[config.mk]
export PLATFORM = sky130hd
export DESIGN_NAME = flash_guard_regs
export DESIGN_NICKNAME = d
export VERILOG_FILES = /design/src/rtl/fgr_pkg.sv /design/src/rtl/fgr_ctl.sv /design/src/rtl/fgr_fuse.sv /design/src/rtl/fgr_sec.sv /design/src/rtl/flash_guard_regs.sv
export SDC_FILE = /design/constraint.sdc
export NUM_CORES = 1
export LEC_CHECK = 0
export BUFFER_PORTS_ARGS = -buffer_cell sky130_fd_sc_hd__clkbuf_2
export CAP_MARGIN = 25
export CORE_ASPECT_RATIO = 0.9
export CORE_MARGIN = 2
export CORE_UTILIZATION = 43
export DETAILED_ROUTE_END_ITERATION = 10
export PLACE_DENSITY = 0.75
export SETUP_SLACK_MARGIN = 0.02
export SLEW_MARGIN = 20
export SYNTH_ARGS = -nofsm -noshare
export SYNTH_HDL_FRONTEND = slang
export SYNTH_HIERARCHICAL = 1
export SYNTH_SLANG_ARGS = --single-unit
[constraint.sdc]
create_clock -name clk -period 0.8 [get_ports clk]
set_input_delay 0.04 -clock clk [delete_from_list [all_inputs] [get_ports clk]]
set_output_delay 0.04 -clock clk [all_outputs]
set_load 0.1 [all_outputs]
[src/rtl/fgr_pkg.sv]
package fgr_pkg;
  localparam int unsigned DATA_W = 8;
  typedef logic [DATA_W-1:0] byte_t;

  // control register bit positions (firmware decodes these)
  localparam int unsigned CTL_PWE_BIT = 0;
  localparam int unsigned CTL_MEE_BIT = 1;
  localparam int unsigned CTL_RP_BIT  = 6;

  // security register bit positions
  localparam int unsigned SEC_EN_BIT  = 7;
  localparam int unsigned SEC_PIN_BIT = 5;
  localparam int unsigned SEC_MODE_W  = 2;
endpackage

[src/rtl/fgr_ctl.sv]
module fgr_ctl (
  input  logic clk,
  input  logic rst_n,
  input  logic wr,
  input  logic w_pwe,
  input  logic w_mee,
  input  logic w_rp,
  input  logic irq_en,
  input  logic byte_done,
  input  logic erase_done,
  output logic pwe,
  output logic mee,
  output logic rp
);
  logic pwe_d, mee_d, rp_d;

  always_comb begin
    pwe_d = pwe;
    if (byte_done)     pwe_d = 1'b0;
    if (wr && !irq_en) pwe_d = w_pwe;
    mee_d = mee;
    if (erase_done)    mee_d = 1'b0;
    if (wr)            mee_d = w_mee;
    rp_d = rp | (wr & w_rp);
  end

  always_ff @(posedge clk or negedge rst_n) begin
    if (!rst_n) begin
      pwe <= 1'b0;
      mee <= 1'b0;
      rp  <= 1'b0;
    end else begin
      pwe <= pwe_d;
      mee <= mee_d;
      rp  <= rp_d;
    end
  end

  p_pwe_locked_r3: assert property (@(posedge clk) disable iff (!rst_n)
    (wr && irq_en && !byte_done) |=> (pwe == $past(pwe)));
  p_pwe_autoclr_r4: assert property (@(posedge clk) disable iff (!rst_n)
    (byte_done && !wr) |=> !pwe);
  p_mee_clr_r5: assert property (@(posedge clk) disable iff (!rst_n)
    (erase_done && !wr) |=> !mee);
  p_rp_sticky_r6: assert property (@(posedge clk) disable iff (!rst_n)
    rp |=> rp);
endmodule

[src/rtl/fgr_fuse.sv]
module fgr_fuse #(
  parameter logic [7:0] ARM_KEY  = 8'h54,
  parameter logic [7:0] BURN_KEY = 8'hA6
) (
  input  logic       clk,
  input  logic       rst_n,
  input  logic       wr,
  input  logic [7:0] wdata,
  input  logic       burn_ok,
  output logic       go,
  output logic       burning
);
  logic armed, armed_d, burning_d, go_d;

  always_comb begin
    armed_d   = armed;
    burning_d = burning;
    go_d      = 1'b0;
    if (wr) begin
      armed_d = (wdata == ARM_KEY);
      if (wdata == BURN_KEY) begin
        if (armed && burn_ok) begin
          go_d      = 1'b1;
          burning_d = 1'b1;
        end
      end else begin
        burning_d = 1'b0;
      end
    end
  end

  always_ff @(posedge clk or negedge rst_n) begin
    if (!rst_n) begin
      armed   <= 1'b0;
      burning <= 1'b0;
      go      <= 1'b0;
    end else begin
      armed   <= armed_d;
      burning <= burning_d;
      go      <= go_d;
    end
  end

  p_go_pulse_r7: assert property (@(posedge clk) disable iff (!rst_n)
    go |=> !go);
  p_go_needs_en_r8: assert property (@(posedge clk) disable iff (!rst_n)
    (wr && wdata == BURN_KEY && !burn_ok) |=> !go);
  p_stop_r9: assert property (@(posedge clk) disable iff (!rst_n)
    (wr && wdata != BURN_KEY) |=> !burning);
endmodule

[src/rtl/fgr_sec.sv]
module fgr_sec #(
  parameter int unsigned SYNC_STAGES = 2,
  parameter int unsigned MODE_W      = 2
) (
  input  logic              clk,
  input  logic              rst_n,
  input  logic              wr,
  input  logic              w_en,
  input  logic [MODE_W-1:0] w_mode,
  input  logic              pin,
  output logic              burn_en,
  output logic              pin_sync,
  output logic [MODE_W-1:0] mode
);
  logic [SYNC_STAGES-1:0] sync_q, sync_d;
  logic                   en_d;
  logic [MODE_W-1:0]      mode_d;

  generate
    if (SYNC_STAGES == 1) begin : g_one
      assign sync_d = pin;
    end else begin : g_chain
      assign sync_d = {sync_q[SYNC_STAGES-2:0], pin};
    end
  endgenerate

  assign pin_sync = sync_q[SYNC_STAGES-1];

  always_comb begin
    en_d   = burn_en;
    mode_d = mode;
    if (wr) begin
      en_d   = w_en;
      mode_d = w_mode;
    end
  end

  always_ff @(posedge clk or negedge rst_n) begin
    if (!rst_n) begin
      sync_q  <= '0;
      burn_en <= 1'b0;
      mode    <= '0;
    end else begin
      sync_q  <= sync_d;
      burn_en <= en_d;
      mode    <= mode_d;
    end
  end

  p_mode_hold_r10: assert property (@(posedge clk) disable iff (!rst_n)
    !wr |=> $stable(mode));
endmodule

[src/rtl/flash_guard_regs.sv]
module flash_guard_regs
  import fgr_pkg::*;
#(
  parameter int unsigned ADDR_W    = 4,
  parameter logic [3:0]  CTL_ADDR  = 4'd0,
  parameter logic [3:0]  FUSE_ADDR = 4'd1,
  parameter logic [3:0]  SEC_ADDR  = 4'd2,
  parameter int unsigned SYNC_STAGES = 2
) (
  input  logic              clk,
  input  logic              rst_n,
  input  logic [ADDR_W-1:0] bus_addr,
  input  logic [7:0]        bus_wdata,
  input  logic              bus_wr,
  input  logic              bus_rd,
  output logic [7:0]        bus_rdata,
  input  logic              irq_glob_en,
  input  logic              flash_byte_done,
  input  logic              erase_done,
  input  logic              sec_pin,
  output logic              prog_wr_en,
  output logic              mass_erase_en,
  output logic              read_protect,
  output logic              fuse_go,
  output logic              fuse_burning,
  output logic [1:0]        sec_mode
);
  logic [1:0] rst_pipe;
  logic       rst_sync_n;
  logic       wr_ctl, wr_fuse, wr_sec;
  logic       burn_en, pin_sync;
  byte_t      rd_mux, rdata_d;

  always_ff @(posedge clk or negedge rst_n) begin
    if (!rst_n) rst_pipe <= 2'b00;
    else        rst_pipe <= {rst_pipe[0], 1'b1};
  end
  assign rst_sync_n = rst_pipe[1];

  assign wr_ctl  = bus_wr && (bus_addr == ADDR_W'(CTL_ADDR));
  assign wr_fuse = bus_wr && (bus_addr == ADDR_W'(FUSE_ADDR));
  assign wr_sec  = bus_wr && (bus_addr == ADDR_W'(SEC_ADDR));

  fgr_ctl u_ctl (
    .clk        (clk),
    .rst_n      (rst_sync_n),
    .wr         (wr_ctl),
    .w_pwe      (bus_wdata[CTL_PWE_BIT]),
    .w_mee      (bus_wdata[CTL_MEE_BIT]),
    .w_rp       (bus_wdata[CTL_RP_BIT]),
    .irq_en     (irq_glob_en),
    .byte_done  (flash_byte_done),
    .erase_done (erase_done),
    .pwe        (prog_wr_en),
    .mee        (mass_erase_en),
    .rp         (read_protect)
  );

  fgr_fuse u_fuse (
    .clk     (clk),
    .rst_n   (rst_sync_n),
    .wr      (wr_fuse),
    .wdata   (bus_wdata),
    .burn_ok (burn_en),
    .go      (fuse_go),
    .burning (fuse_burning)
  );

  fgr_sec #(.SYNC_STAGES(SYNC_STAGES), .MODE_W(SEC_MODE_W)) u_sec (
    .clk      (clk),
    .rst_n    (rst_sync_n),
    .wr       (wr_sec),
    .w_en     (bus_wdata[SEC_EN_BIT]),
    .w_mode   (bus_wdata[SEC_MODE_W-1:0]),
    .pin      (sec_pin),
    .burn_en  (burn_en),
    .pin_sync (pin_sync),
    .mode     (sec_mode)
  );

  always_comb begin
    rd_mux = '0;
    if (bus_addr == ADDR_W'(CTL_ADDR)) begin
      rd_mux[CTL_PWE_BIT] = prog_wr_en;
      rd_mux[CTL_MEE_BIT] = mass_erase_en;
      rd_mux[CTL_RP_BIT]  = read_protect;
    end else if (bus_addr == ADDR_W'(SEC_ADDR)) begin
      rd_mux[SEC_EN_BIT]         = burn_en;
      rd_mux[SEC_PIN_BIT]        = pin_sync;
      rd_mux[SEC_MODE_W-1:0]     = sec_mode;
    end
    rdata_d = bus_rd ? rd_mux : bus_rdata;
  end

  always_ff @(posedge clk or negedge rst_sync_n) begin
    if (!rst_sync_n) bus_rdata <= '0;
    else             bus_rdata <= rdata_d;
  end

  p_rdata_hold_r11: assert property (@(posedge clk) disable iff (!rst_sync_n)
    !bus_rd |=> $stable(bus_rdata));
endmodule

==> qor.csv <==
metric;value;unit
status;complete, but fails checks;
failing checks;setup timing;
Port Buffer Count;31;
RSZ-0062 raised after global routing;true;
clock share of power;17.3;%
Critical Path Source Type;flip-flop;
total grt overflow;0;
filler cell count;77;
YS warnings;6;
Post-Route WL;2520;um
# clock sinks;18;
RePlAce Congestion;0.748;
GRT Util Overall;23.5;%
CTS Buf Count;3;
vias in the first global route;808;
area grow syn2layout;87.9;%
Root Buffer;clkbuf_4;
final cycle utilization of the critical path;140;%
CTS tree;done;
Static Leak;0.667;nW
Flop pwr share;41.0;%
# rows;14;
NumNets Final;143;
die span in x;49.5;um
Worst Path Arrival;1.08;ns
routed length per instance;17.2;um
asr flop ratio synth;100;%
worst hold path class;primary input to flip-flop;
crit-path max FO;2;
number of synthesized flops with an enable pin;0;
clock latency at the later pin of the worst-skew pair;0.29;ns
Yosys reg bits;18;
die height;44.9;um
Setup WS post-layout;-0.319;ns
vias per cell;5.29;
sw frac;37.2;%
Max Root-Sink Buffers;2;
pin count of the biggest net entering global routing;17;
minimum clock period;1.12;ns
mean post-synth cell area;11.9;um2
Final Cell Area;0.00150;mm2
GR Util met2;43.0;%
dpl hpwl;1370;um
drt first pass iters;4;
top-area cell type share of the netlist area;56.3;%
most frequent cell after synthesis;dfrtp_1;
Die Area;0.00222;mm2
via count;773;
antenna cells;0;
Crit path required time;0.76;ns
sequential cell area fraction in the yosys report;56.3;%
Synth area leaders;dfrtp_1, mux2_2, buf_4;
CORE AREA;0.00172;mm2
Post-Syn Instances;67;
remaining antenna violation count;0;
setup slack, reg-to-reg;-0.30;ns
R2R depth;4;
Setup CP Type;flip-flop to output port;
first-pass GRT wire length;3780;um
share of layout cells above drive strength 1;70.5;%
Crit. End Element;output port;
Cell Area, Placed;0.00128;mm2
WHS Path Cells;3;
Yosys top cell by area;dfrtp_1;
top cells by count, synth;dfrtp_1, inv_1, buf_4;
Final Max Slew Viols;0;
final setup fails;24;
DRT iter0 DRCs;35;
DRC viols;0;
Synth Flop Type;dfrtp_1;
Gate power share;41.7;%
Starting Density;46.6;%
IR drop worst, VDD;0.00149;V
post-synth cell types;30;
clock-pin slew on the worst setup and hold paths;0.11;ns
Power Dens Cells;1790;mW/mm2
met3 GRT Util;3.97;%
Post-Syn Area;800;um2
final hold vios;0;
initial antenna violation count;0;
final clock skew;0.00894;ns
GR Util met1;27.3;%
Int Pwr;1.69;mW
final core utilization;87.5;%
Max Cap Viol;0;
I/O pin total;35;
Switching Power;1.00;mW
Max Freq;0.894;GHz
H-tree levels;1;
GRT busiest layer;met2;
[placed cells by master (no fill, tap or decap), types with 2 or more instances in the layout]
master and instances:
clkbuf_2 17, buf_12 12, buf_6 11, buf_4 9, dfrtp_4 8, dfrtp_1 6, inv_1 5, conb_1 4
dfrtp_2 4, mux2_4 4, clkbuf_4 3, dlygate4sd3_1 3, inv_4 2, nand2_1 2, o22ai_2 2, mux2i_1 2
o22ai_1 2
[layout make-up]
cell class	instances	area [um2]	share of cell area, %
repair buffers	53	562	37.4
flip-flops and latches	18	485	32.3
multi-input cells	40	368	24.5
inverters	7	31.3	2.08
well taps	24	30.0	2.00
clock buffers	4	26.3	1.75
[worst paths after layout]
check,startpoint,endpoint
worst max-delay path,u_sec/mode[1]$_DFFE_PN0P_,sec_mode[1]
worst min-delay path,bus_wdata[7],u_fuse/go$_DFF_PN0_
worst max register to register,u_ctl/pwe$_DFFE_PN0P_,bus_rdata[0]$_DFFE_PN0P_
worst min register to register,rst_pipe[1]$_DFF_PN0_,bus_rdata[0]$_DFFE_PN0P_
max in group asynchronous,rst_pipe[1]$_DFF_PN0_,bus_rdata[7]$_DFFE_PN0P_
min in group asynchronous,rst_n,rst_pipe[0]$_DFF_PN0_
[per-layer routing]
layer	up-vias	routed length [um]
met5	-	0
met4	0	38
met3	4	154
met2	45	1380
met1	383	948
li1	341	-
[registers in the layout, summed over array words and instances (netlist names)]
register	count
u_fuse/burning	1
u_fuse/go	1
bus_rdata	5
u_ctl/rp	1
u_ctl/pwe	1
u_sec/sync_q	2
u_fuse/armed	1
rst_pipe	2
u_sec/burn_en	1
u_sec/mode	2
u_ctl/mee	1
[timing repair]
| action | CTS | global route |
|---|---|---|
| gates resized for setup | 16 | 14 |
| pin swaps | 3 | 2 |
| hold buffers | 3 | 0 |
| gates cloned | 0 | 0 |
| hold endpoints to repair | 4 | 0 |
| setup buffers | 6 | 3 |
| endpoints found under the setup margin | 22 | 25 |
[power groups by stage]
| stage | clock network [mW] | logic [mW] | registers (mW) |
|---|---|---|---|
| after detailed placement | 0 | 0.946 | 1.11 |
| after CTS | 0.474 | 1.06 | 1.10 |
| after global routing | 0.503 | 1.16 | 1.12 |
| after global placement | 0 | 0.934 | 1.11 |
| final | 0.467 | 1.12 | 1.10 |
| after floorplan | 0 | 0.197 | 1.48 |
[per-stage QoR]
stage / power (mW) / worst slack (ns) / setup TNS, ns / hold slack, ns / instances
3_5_place_dp: 2.06 / -0.500 / -4.61 / -0.172 / 131
2_1_floorplan: 1.67 / -0.372 / -2.65 / -0.256 / 69
6_report: 2.69 / -0.319 / -4.37 / 0.0294 / 146
5_1_grt: 2.78 / -0.344 / -4.91 / 0.0312 / 146
4_1_cts: 2.64 / -0.323 / -4.19 / 0.00659 / 144
3_3_place_gp: 2.05 / -0.475 / -4.47 / -0.174 / 131
[logic make-up after synthesis]
group                  after synthesis  share of synthesized area, %
AOI/OAI and AO/OA                   10                          10.2
buffers and inverters               11                          7.04
DFF                                 18                          56.3
muxes                                6                          8.61
other                                2                         0.939
and+or+nand+nor                     20                          16.9
[worst max-delay path, cell delays in order, from the launching register on]
cell and delay, ns:
dfrtp_4 0.51, buf_6 0.13, buf_12 0.15
Note: power is estimated with default switching activity, not from simulation.
